## config.mk

```make
export PLATFORM = sky130hd
export DESIGN_NAME = vid_step_seq
export DESIGN_NICKNAME = d
export VERILOG_FILES = /design/src/rtl/vid_step_pkg.sv /design/src/rtl/vid_pin_filter.sv /design/src/rtl/vid_interval_timer.sv /design/src/rtl/vid_run_detector.sv /design/src/rtl/vid_step_seq.sv
export SDC_FILE = /design/constraint.sdc
export NUM_CORES = 1
export LEC_CHECK = 0
export BUFFER_PORTS_ARGS = -buffer_cell sky130_fd_sc_hd__buf_2
export CAP_MARGIN = 25
export CORE_MARGIN = 2
export CORE_UTILIZATION = 42
export CTS_CLUSTER_SIZE = 24
export DETAILED_ROUTE_END_ITERATION = 7
export GPL_TIMING_DRIVEN = 0
export HOLD_SLACK_MARGIN = 0.15
export PLACE_DENSITY = 0.6
export SYNTH_ARGS = -nofsm -noshare
export SYNTH_HDL_FRONTEND = slang
export SYNTH_SLANG_ARGS = --single-unit
```

## constraint.sdc

```tcl
create_clock -name clk -period 1.5 [get_ports clk]
set_input_delay 0.075 -clock clk [delete_from_list [all_inputs] [get_ports clk]]
set_output_delay 0.075 -clock clk [all_outputs]
set_load 0.01 [all_outputs]
```

## src/rtl/vid_step_pkg.sv

```systemverilog
package vid_step_pkg;

   typedef enum logic [2:0] {
      PH_SOFT = 3'd0,
      PH_RUN  = 3'd1,
      PH_RAMP = 3'd2,
      PH_HOLD = 3'd3,
      PH_PARK = 3'd4
   } seq_phase_e;

endpackage

```

## src/rtl/vid_pin_filter.sv

```systemverilog
module vid_pin_filter #(
   parameter int W     = 2,
   parameter int DEPTH = 2
) (
   input  logic         clk,
   input  logic         rst_n,
   input  logic [W-1:0] pins,
   output logic [W-1:0] code,
   output logic         steady
);

   logic [W-1:0] hist [DEPTH];

   always_ff @(posedge clk) begin
      if (!rst_n) begin
         for (int i = 0; i < DEPTH; i++) hist[i] <= '1;
      end else begin
         hist[0] <= pins;
         for (int i = 1; i < DEPTH; i++) hist[i] <= hist[i-1];
      end
   end

   assign code = hist[0];

   generate
      if (DEPTH == 1) begin : g_single
         assign steady = 1'b1;
      end else begin : g_multi
         always_comb begin
            steady = 1'b1;
            for (int i = 1; i < DEPTH; i++)
               if (hist[i] != hist[0]) steady = 1'b0;
         end
      end
   endgenerate

endmodule

```

## src/rtl/vid_interval_timer.sv

```systemverilog
module vid_interval_timer #(
   parameter int LOAD  = 16,
   parameter int CNT_W = $clog2(LOAD + 1)
) (
   input  logic clk,
   input  logic rst_n,
   input  logic load,
   input  logic run,
   output logic expired
);

   logic [CNT_W-1:0] cnt;

   always_ff @(posedge clk) begin
      if (!rst_n)
         cnt <= '0;
      else if (load)
         cnt <= CNT_W'(LOAD);
      else if (run && cnt != '0)
         cnt <= cnt - CNT_W'(1);
   end

   assign expired = run && (cnt == CNT_W'(1));

endmodule

```

## src/rtl/vid_run_detector.sv

```systemverilog
module vid_run_detector #(
   parameter int LIMIT = 32,
   parameter int CNT_W = $clog2(LIMIT + 1)
) (
   input  logic clk,
   input  logic rst_n,
   input  logic active,
   output logic reached
);

   logic [CNT_W-1:0] run_len;

   always_ff @(posedge clk) begin
      if (!rst_n)
         run_len <= '0;
      else if (!active)
         run_len <= '0;
      else if (run_len != CNT_W'(LIMIT))
         run_len <= run_len + CNT_W'(1);
   end

   assign reached = (run_len == CNT_W'(LIMIT));

endmodule

```

## src/rtl/vid_step_seq.sv

```systemverilog
module vid_step_seq
   import vid_step_pkg::*;
#(
   parameter int VID_W        = 2,
   parameter int FILT_DEPTH   = 2,
   parameter int SETTLE_TICKS = 16,
   parameter int CLAMP_TICKS  = 32
) (
   input  logic             clk,
   input  logic             rst_n,
   input  logic [VID_W-1:0] vid_pins,
   input  logic             ss_done,
   input  logic             ramp_done,
   input  logic             clamp_active,
   output logic [VID_W-1:0] vid_eff,
   output logic             slew_fast,
   output logic             fccm_en,
   output logic             ocl_boost,
   output logic             uvp_en,
   output logic             ovp_en,
   output logic             pg_gate,
   output logic             sw_stop
);

   localparam int               SET_W    = $clog2(SETTLE_TICKS + 1);
   localparam int               CLP_W    = $clog2(CLAMP_TICKS + 1);
   localparam logic [VID_W-1:0] CODE_TOP = '1;
   localparam logic [VID_W-1:0] CODE_OFF = '0;

   generate
      if (VID_W < 2)        begin : g_bad_w   $error("VID_W must be at least 2");       end
      if (FILT_DEPTH < 1)   begin : g_bad_f   $error("FILT_DEPTH must be at least 1");  end
      if (SETTLE_TICKS < 1) begin : g_bad_s   $error("SETTLE_TICKS must be positive");  end
      if (CLAMP_TICKS < 1)  begin : g_bad_c   $error("CLAMP_TICKS must be positive");   end
   endgenerate

   seq_phase_e       phase_q, phase_d;
   logic [VID_W-1:0] vid_q, vid_d;
   logic             started_q;
   logic [VID_W-1:0] filt_code;
   logic             filt_steady;
   logic             code_change;
   logic             blanked;
   logic             settle_load;
   logic             settle_over;
   logic             clamp_trip;

   vid_pin_filter #(.W(VID_W), .DEPTH(FILT_DEPTH)) u_filter (
      .clk    (clk),
      .rst_n  (rst_n),
      .pins   (vid_pins),
      .code   (filt_code),
      .steady (filt_steady)
   );

   vid_interval_timer #(.LOAD(SETTLE_TICKS), .CNT_W(SET_W)) u_settle (
      .clk     (clk),
      .rst_n   (rst_n),
      .load    (settle_load),
      .run     (phase_q == PH_HOLD),
      .expired (settle_over)
   );

   vid_run_detector #(.LIMIT(CLAMP_TICKS), .CNT_W(CLP_W)) u_clamp (
      .clk     (clk),
      .rst_n   (rst_n),
      .active  (clamp_active && blanked),
      .reached (clamp_trip)
   );

   assign code_change = filt_steady && (filt_code != vid_q);
   assign blanked     = (phase_q == PH_RAMP) || (phase_q == PH_HOLD);

   always_comb begin
      phase_d     = phase_q;
      vid_d       = vid_q;
      settle_load = 1'b0;
      unique case (phase_q)
         PH_SOFT: begin
            if (ss_done) begin
               if (code_change) begin
                  vid_d   = filt_code;
                  phase_d = (filt_code == CODE_OFF) ? PH_PARK : PH_RAMP;
               end else begin
                  phase_d = PH_RUN;
               end
            end
         end
         PH_RUN, PH_PARK: begin
            if (code_change) begin
               vid_d   = filt_code;
               phase_d = (filt_code == CODE_OFF) ? PH_PARK : PH_RAMP;
            end
         end
         PH_RAMP: begin
            if (code_change) begin
               vid_d   = filt_code;
               phase_d = (filt_code == CODE_OFF) ? PH_PARK : PH_RAMP;
            end else if (ramp_done) begin
               phase_d     = PH_HOLD;
               settle_load = 1'b1;
            end
         end
         PH_HOLD: begin
            if (code_change) begin
               vid_d   = filt_code;
               phase_d = (filt_code == CODE_OFF) ? PH_PARK : PH_RAMP;
            end else if (settle_over) begin
               phase_d = PH_RUN;
            end
         end
         default: phase_d = PH_SOFT;
      endcase
   end

   always_ff @(posedge clk) begin
      if (!rst_n) begin
         phase_q   <= PH_SOFT;
         vid_q     <= CODE_TOP;
         started_q <= 1'b0;
      end else begin
         phase_q   <= phase_d;
         vid_q     <= vid_d;
         started_q <= 1'b1;
      end
   end

   assign vid_eff   = vid_q;
   assign slew_fast = (phase_q == PH_RAMP);
   assign fccm_en   = blanked;
   assign ocl_boost = blanked;
   assign uvp_en    = (phase_q == PH_RUN) || (blanked && clamp_trip);
   assign ovp_en    = (phase_q == PH_RUN) || (blanked && clamp_trip);
   assign pg_gate   = (phase_q == PH_RUN) || (phase_q == PH_PARK);
   assign sw_stop   = !started_q || (phase_q == PH_PARK);

endmodule

```

==> metrics.cfg, run 1 <==
[cts]
cts_tree = built
clockBufferDepth = 2
cts_max_level = 1
root_buffer = clkbuf_4
cts_sinks = 21
clk_latency_ns = 0.30
path_clk_slew_ns = 0.12
cts_made_buffers = 3

[place]
port_buffers = 15
dp.cells = 167
gp_congestion = 0.686
place_hpwl_mm = 1.60

[floorplan]
core_area_um2 = 2480
dieArea_um2 = 3020
row_count = 18
initial_core_util_pct = 43.9
die-width_um = 54.9
die_h_um = 54.9
pin_count = 16

[worst_setup_path]
path_class = flip-flop to primary output
crit_path_end_kind = primary output
regToRegStartpoint = u_settle.cnt[1]
path_max_fanout = 2
cpPeakStageDelay_ns = 0.35
arrival_ns = 1.53
worstPathRequired_ns = 1.42
critPathLaunchType = flip-flop
critPathLaunch = u_clamp.run_len[0]
slowest_stage = dfxtp_2
crit_chain = inv_2 -> ha_4 -> and4b_2 -> nand2_2 -> a21oi_2 -> buf_4 -> buf_6

[synth]
muxShareOfSynthArea_pct = 2.76
synth_top_family_by_area = simple AND/OR/NAND/NOR gates
yosysSeqAreaShare_pct = 38.6
syn_area_per_cell_um2 = 8.92
synth_flop_cell = dfxtp_1
synth_common_cells = dfxtp_1 (21), nor2_1 (17), nand2_1 (10), xnor2_1 (7)
synth-compound-area-share_pct = 15.2
yosys.area_share.simple_pct = 22.6
synth_fa_ha_area_share_pct = 4.60
yosysWarnings = 0
synth_most_common_cell = dfxtp_1
syn_inst = 122
synthArstFlopShare_pct = 0
synth_top_area_share_pct = 38.6
synth_xor_area_share_pct = 10.5
synthDistinctLibCells = 42
synth_nets = 133
synth_area_um2 = 1090
synth_top_area_cell = dfxtp_1
synth_edf_count = 0
synth-seq-cells = 21
synth.area.top_cells = dfxtp_1 (39%), nor2_1 (5.9%), xnor2_1 (5.6%)

[sta]
hold_viol_final = 0
slew_violations = 0
post-route-period-util_pct = 107
fin_ws_ns = -0.102
period_needed_ns = 1.60
whs_ns = 0.148
slew_headroom_pct = 82.3
rsz0062_at_grt = true
tightest_slew_ns = 0.263
skew_ns = 0.00549
setup_viol = 7
fmax_ghz = 0.624

[routing]
wire_per_inst_um = 13.6
via_count = 972
wl_mm = 2.50
drtIter0Drc = 9
drtAntennaViolNets = 0
vias_per_cell = 5.28
dr.pass1.iters = 4
drc_errors = 0

[run_status]
violations = negative setup slack
status = finished, violations left

[finish]
fin_nets = 166
instances_no_fill = 184
diodes = 0
drive_above_1_share_pct = 51.3
synthToLayoutAreaGrowth_pct = 41.6

[pwr]
leakage_nw = 0.610
power_frac_clock_pct = 19.3
power_frac_seq_pct = 44.5
p_sw_mw = 0.486
pwr_density_cell_nw_per_um2 = 941
intPower_mw = 0.965
comb_power_share_pct = 36.2
p_sw_share_pct = 33.5
irDropWorstVdd_mv = 0.625

[global_routing]
track_usage_pct = 18.1
grt_use_met3_pct = 3.49
met1_usage_pct = 21.2
grt_first_pass_wirelength_mm = 3.92
grt_overflow = 0
antenna_found_initial = 0
grt_pass1_vias = 944
top_usage_layer = met2
gr-usage-met2_pct = 31.9
grt_max_degree = 12

[job]
drv_cap = 0

[min_path]
holdCritStartpoint = ramp_done
hold_class = primary input to flip-flop

metrics by stage:
stage	utilization (%)	total power [mW]	worst slack, ns	setup TNS [ns]	area [µm²]
after CTS	58.9	1.41	-0.0627	-0.208	1460
after floorplan	-	0.942	0.00138	0	1100
after detailed placement	48.8	1.05	-0.100	-0.549	1210
final	62.2	1.45	-0.102	-0.346	1540
after global placement	48.8	1.04	-0.0902	-0.364	1210
after global routing	62.2	1.52	-0.168	-0.828	1540
metal layers:
metal  routed length (µm)  part of all wire (%)
met2                 1250                    50
met5                    0                     0
met1                 1170                    47
met4                   19                  0.76
met3                   60                   2.4
cell usage in the layout (no fill, tap or decap), types with 2 or more instances in the layout:
| cell | instances |
|---|---|
| nand2b_1 | 5 |
| nand2_2 | 4 |
| clkbuf_4 | 3 |
| buf_6 | 2 |
| mux2i_1 | 3 |
| buf_4 | 12 |
| nor2_4 | 2 |
| ha_4 | 2 |
| inv_2 | 5 |
| nand2_1 | 6 |
| nor2_1 | 14 |
| ha_1 | 2 |
| nand3_1 | 4 |
| a211oi_2 | 2 |
| dlygate4sd3_1 | 4 |
| buf_2 | 15 |
| dfxtp_2 | 6 |
| xor2_1 | 4 |
| xnor2_2 | 2 |
| o41ai_2 | 2 |
| xnor2_1 | 4 |
| dfxtp_4 | 3 |
| dfxtp_1 | 12 |
| a21oi_2 | 2 |
| nor2_2 | 2 |
final timing paths:
| kind | to | slack [ns] | cells past startpoint |
|---|---|---|---|
| max | uvp_en | -0.10 | 7 |
| min | u_settle.cnt[1] | 0.15 | 4 |
| max reg2reg | u_settle.cnt[2] | -0.07 | 7 |
| min reg2reg | u_filter.hist[0][3] | 0.53 | 1 |
critical path: cells and delay by family (launching register included):
| family | cells | cell delay, ns |
|---|---|---|
| compound gates | 1 | 0.15 |
| simple gates | 2 | 0.31 |
| fa+ha+maj | 1 | 0.12 |
| flops | 1 | 0.35 |
| buf+inv | 3 | 0.29 |
power groups by stage:
stage               Clock (mW)  Sequential, mW  Combinational [mW]
global placement             0           0.637               0.406
floorplan                    0           0.632               0.310
global route             0.297           0.652               0.571
CTS                      0.285           0.639               0.483
finish                   0.279           0.646               0.525
detailed placement           0           0.640               0.411
registers in the layout (all words and copies together), names as in the netlist:
name and count:
u_filter.hist 4, u_clamp.run_len 6, vid_eff 2, u_settle.cnt 5, phase_q 3, started_q 1
kinds of logic after synthesis:
family / after synthesis
XOR/XNOR: 13
multiplexers: 3
flip-flops: 21
adder cells (fa/ha/maj): 4
AND/OR/NAND/NOR: 49
AO/OA/AOI/OAI: 21
buffers and inverters: 11
repair_timing:
item                                    4_1_cts  5_1_grt
buffers inserted                              9        0
pin swaps                                     6       11
hold buffers                                  4        0
endpoints found under the setup margin       12       13
endpoints found under the hold margin         7        0
resized for setup                            35       18
cell type report:
type,count,area [µm²]
Buffer,6,43.8
Clock buffer,4,26.3
Timing Repair Buffer,28,189
Inverter,5,18.8
Tap cell,30,37.5
Fill cell,209,936
Sequential cell,21,439
Multi-Input combinational cell,90,787
Note: power is estimated with default switching activity, not from simulation.
==> inputs of run 2 (changes only) <==
--- a/config.mk
+++ b/config.mk
@@ -5,6 +5,8 @@
 export SDC_FILE = /design/constraint.sdc
 export NUM_CORES = 1
 export LEC_CHECK = 0
+export ABC_AREA = 1
+export ABC_CLOCK_PERIOD_IN_PS = 1500
 export BUFFER_PORTS_ARGS = -buffer_cell sky130_fd_sc_hd__buf_2
 export CAP_MARGIN = 25
 export CORE_MARGIN = 2
==> run 2 against run 1 <==
Effect of this change: the run still ends with negative setup slack left; clock power is 2% lower; first-iteration DRC count grew to 4.3 times the previous value; combinational power is 38% higher; largest power group is now combinational cells; highest routed layer unchanged.
==> metrics.cfg, run 2 <==
[run_status]
status = finished, violations left
violations = negative setup slack

[routing]
drtIter0Drc = 39
vias_per_cell = 4.71
via_count = 1046
dr.pass1.iters = 4
wire_per_inst_um = 10.8
drc_errors = 0
wl_mm = 2.40
drtAntennaViolNets = 0

[synth]
synth.area.top_cells = dfxtp_1 (38%), nand2_1 (16%), inv_1 (7.1%)
synth_edf_count = 0
synth_flop_cell = dfxtp_1
yosysSeqAreaShare_pct = 37.7
synth_top_area_share_pct = 37.7
synth_area_um2 = 1120
yosysWarnings = 0
synth_common_cells = nand2_1 (49), dfxtp_1 (21), inv_1 (21), nor2_1 (11), a21oi_1 (10)
syn_inst = 161
synth-seq-cells = 21
synthArstFlopShare_pct = 0
syn_area_per_cell_um2 = 6.93
synth_most_common_cell = nand2_1
synth_nets = 172
synthDistinctLibCells = 24
synth_top_area_cell = dfxtp_1

[place]
dp.cells = 206
port_buffers = 15
placement.cell_area_um2 = 1230
place_hpwl_mm = 1.66
gp_congestion = 0.817

[worst_setup_path]
path_max_fanout = 2
arrival_ns = 1.53
critPathLaunchType = flip-flop
crit_path_end_kind = primary output
worstPathRequired_ns = 1.42
path_class = flip-flop to primary output

[sta]
post-route-period-util_pct = 107
slew_violations = 0
whs_ns = 0.305
period_needed_ns = 1.60
setup_viol = 2
fin_ws_ns = -0.100
rsz0062_at_grt = true
slew_headroom_pct = 79.3
tightest_slew_ns = 0.307
skew_ns = 0.00186
hold_viol_final = 0
fmax_ghz = 0.625

[floorplan]
row_count = 18
initial_core_util_pct = 44.6
die_h_um = 55.6
die-width_um = 55.6
core_area_um2 = 2500
pin_count = 16
dieArea_um2 = 3090

[cts]
cts_tree = built
cts_max_level = 1
root_buffer = clkbuf_4
cts_made_buffers = 3
clk_latency_ns = 0.30
path_clk_slew_ns = 0.12
clockBufferDepth = 2
cts_sinks = 21

[global_routing]
top_usage_layer = met2
grt_pass1_vias = 955
grt_first_pass_wirelength_mm = 3.98
gr-usage-met2_pct = 27.0
track_usage_pct = 15.9
antenna_found_initial = 0
grt_use_met3_pct = 2.34
met1_usage_pct = 19.9
grt_overflow = 0
grt_max_degree = 12

[finish]
layout_common_cells = nand2_1 (49), dfxtp_1 (16), inv_1 (15)
diodes = 0
drive_above_1_share_pct = 32.3
largest_reg_flops = 6
layout_commonest_cell = nand2_1
top_regs = u_clamp.run_len x6, u_settle.cnt x5, u_filter.hist x4
fin_area_um2 = 1420
fin_nets = 204
regMostFlops = u_clamp.run_len
synthToLayoutAreaGrowth_pct = 26.8
instances_no_fill = 222

[job]
drv_cap = 0

[pwr]
pwr_density_cell_nw_per_um2 = 1180
p_total_mw = 1.66
irDropWorstVdd_mv = 1.03
leakage_nw = 0.699

[min_path]
hold_class = primary input to flip-flop

## run 2: layout make-up
cell class                 count  area, µm²
buffer                         2       15.0
inverter                      24       92.6
fill                         255       1080
sequential                    21        429
tap                           30       37.5
timing repair buffer          27        184
clock buffer                   4       26.3
multi-input combinational    114        631
## run 2: logic make-up after synthesis
kind of cell	Yosys count	share of synthesized area (%)
and+or+nand+nor	88	36.0
buffers and inverters	26	9.42
DFF	21	37.7
AOI/OAI and AO/OA	17	8.52
xor gates and xnor gates	5	3.92
adders and majority gates	4	4.48
## run 2: layer usage
layer / part of all wire (%) / wire length (µm)
met1: 45 / 1090
met2: 50 / 1200
met3: 3.3 / 79
met4: 1.1 / 27
met5: 0 / 0
## run 2: power breakdown
part / leakage, nW / internal (mW) / switching [mW]
clock network: 0.0150 / 0.104 / 0.169
logic: 0.510 / 0.306 / 0.420
registers: 0.174 / 0.610 / 0.0558
total: 0.699 / 1.02 / 0.645
## run 2: worst paths after layout
| kind | from | to | slack [ns] | depth (start not counted) |
|---|---|---|---|---|
| setup / recovery | u_clamp.run_len[0] | uvp_en | -0.10 | 7 |
| hold / removal | ss_done | phase_q[2] | 0.31 | 5 |
| setup reg to reg | phase_q[1] | phase_q[1] | 0.07 | 8 |
| hold reg to reg | u_settle.cnt[4] | u_settle.cnt[4] | 0.48 | 2 |
## run 2: through the flow
stage	setup WS (ns)	setup TNS, ns	util, %
final	-0.100	-0.134	56.6
after global routing	-0.219	-0.672	56.6
after CTS	-0.182	-0.297	54.5
after detailed placement	-0.0105	-0.0105	49.1
after global placement	0.0216	0	49.1
after floorplan	0.0205	0	-
## run 2: timing repair
action / CTS / global route
hold buffers: 5 / 0
hold endpoints to repair: 10 / 0
resized for setup: 7 / 16
endpoints found under the setup margin: 2 / 15
pin swaps: 2 / 4
buffers inserted: 5 / 2
## run 2: critical path, stage by stage (launching register included)
cell      delay [ns]
dfxtp_2         0.34
inv_2           0.05
ha_1            0.13
nor3b_2         0.17
nand3_2         0.10
a211oi_2        0.21
buf_4           0.14
buf_6           0.09
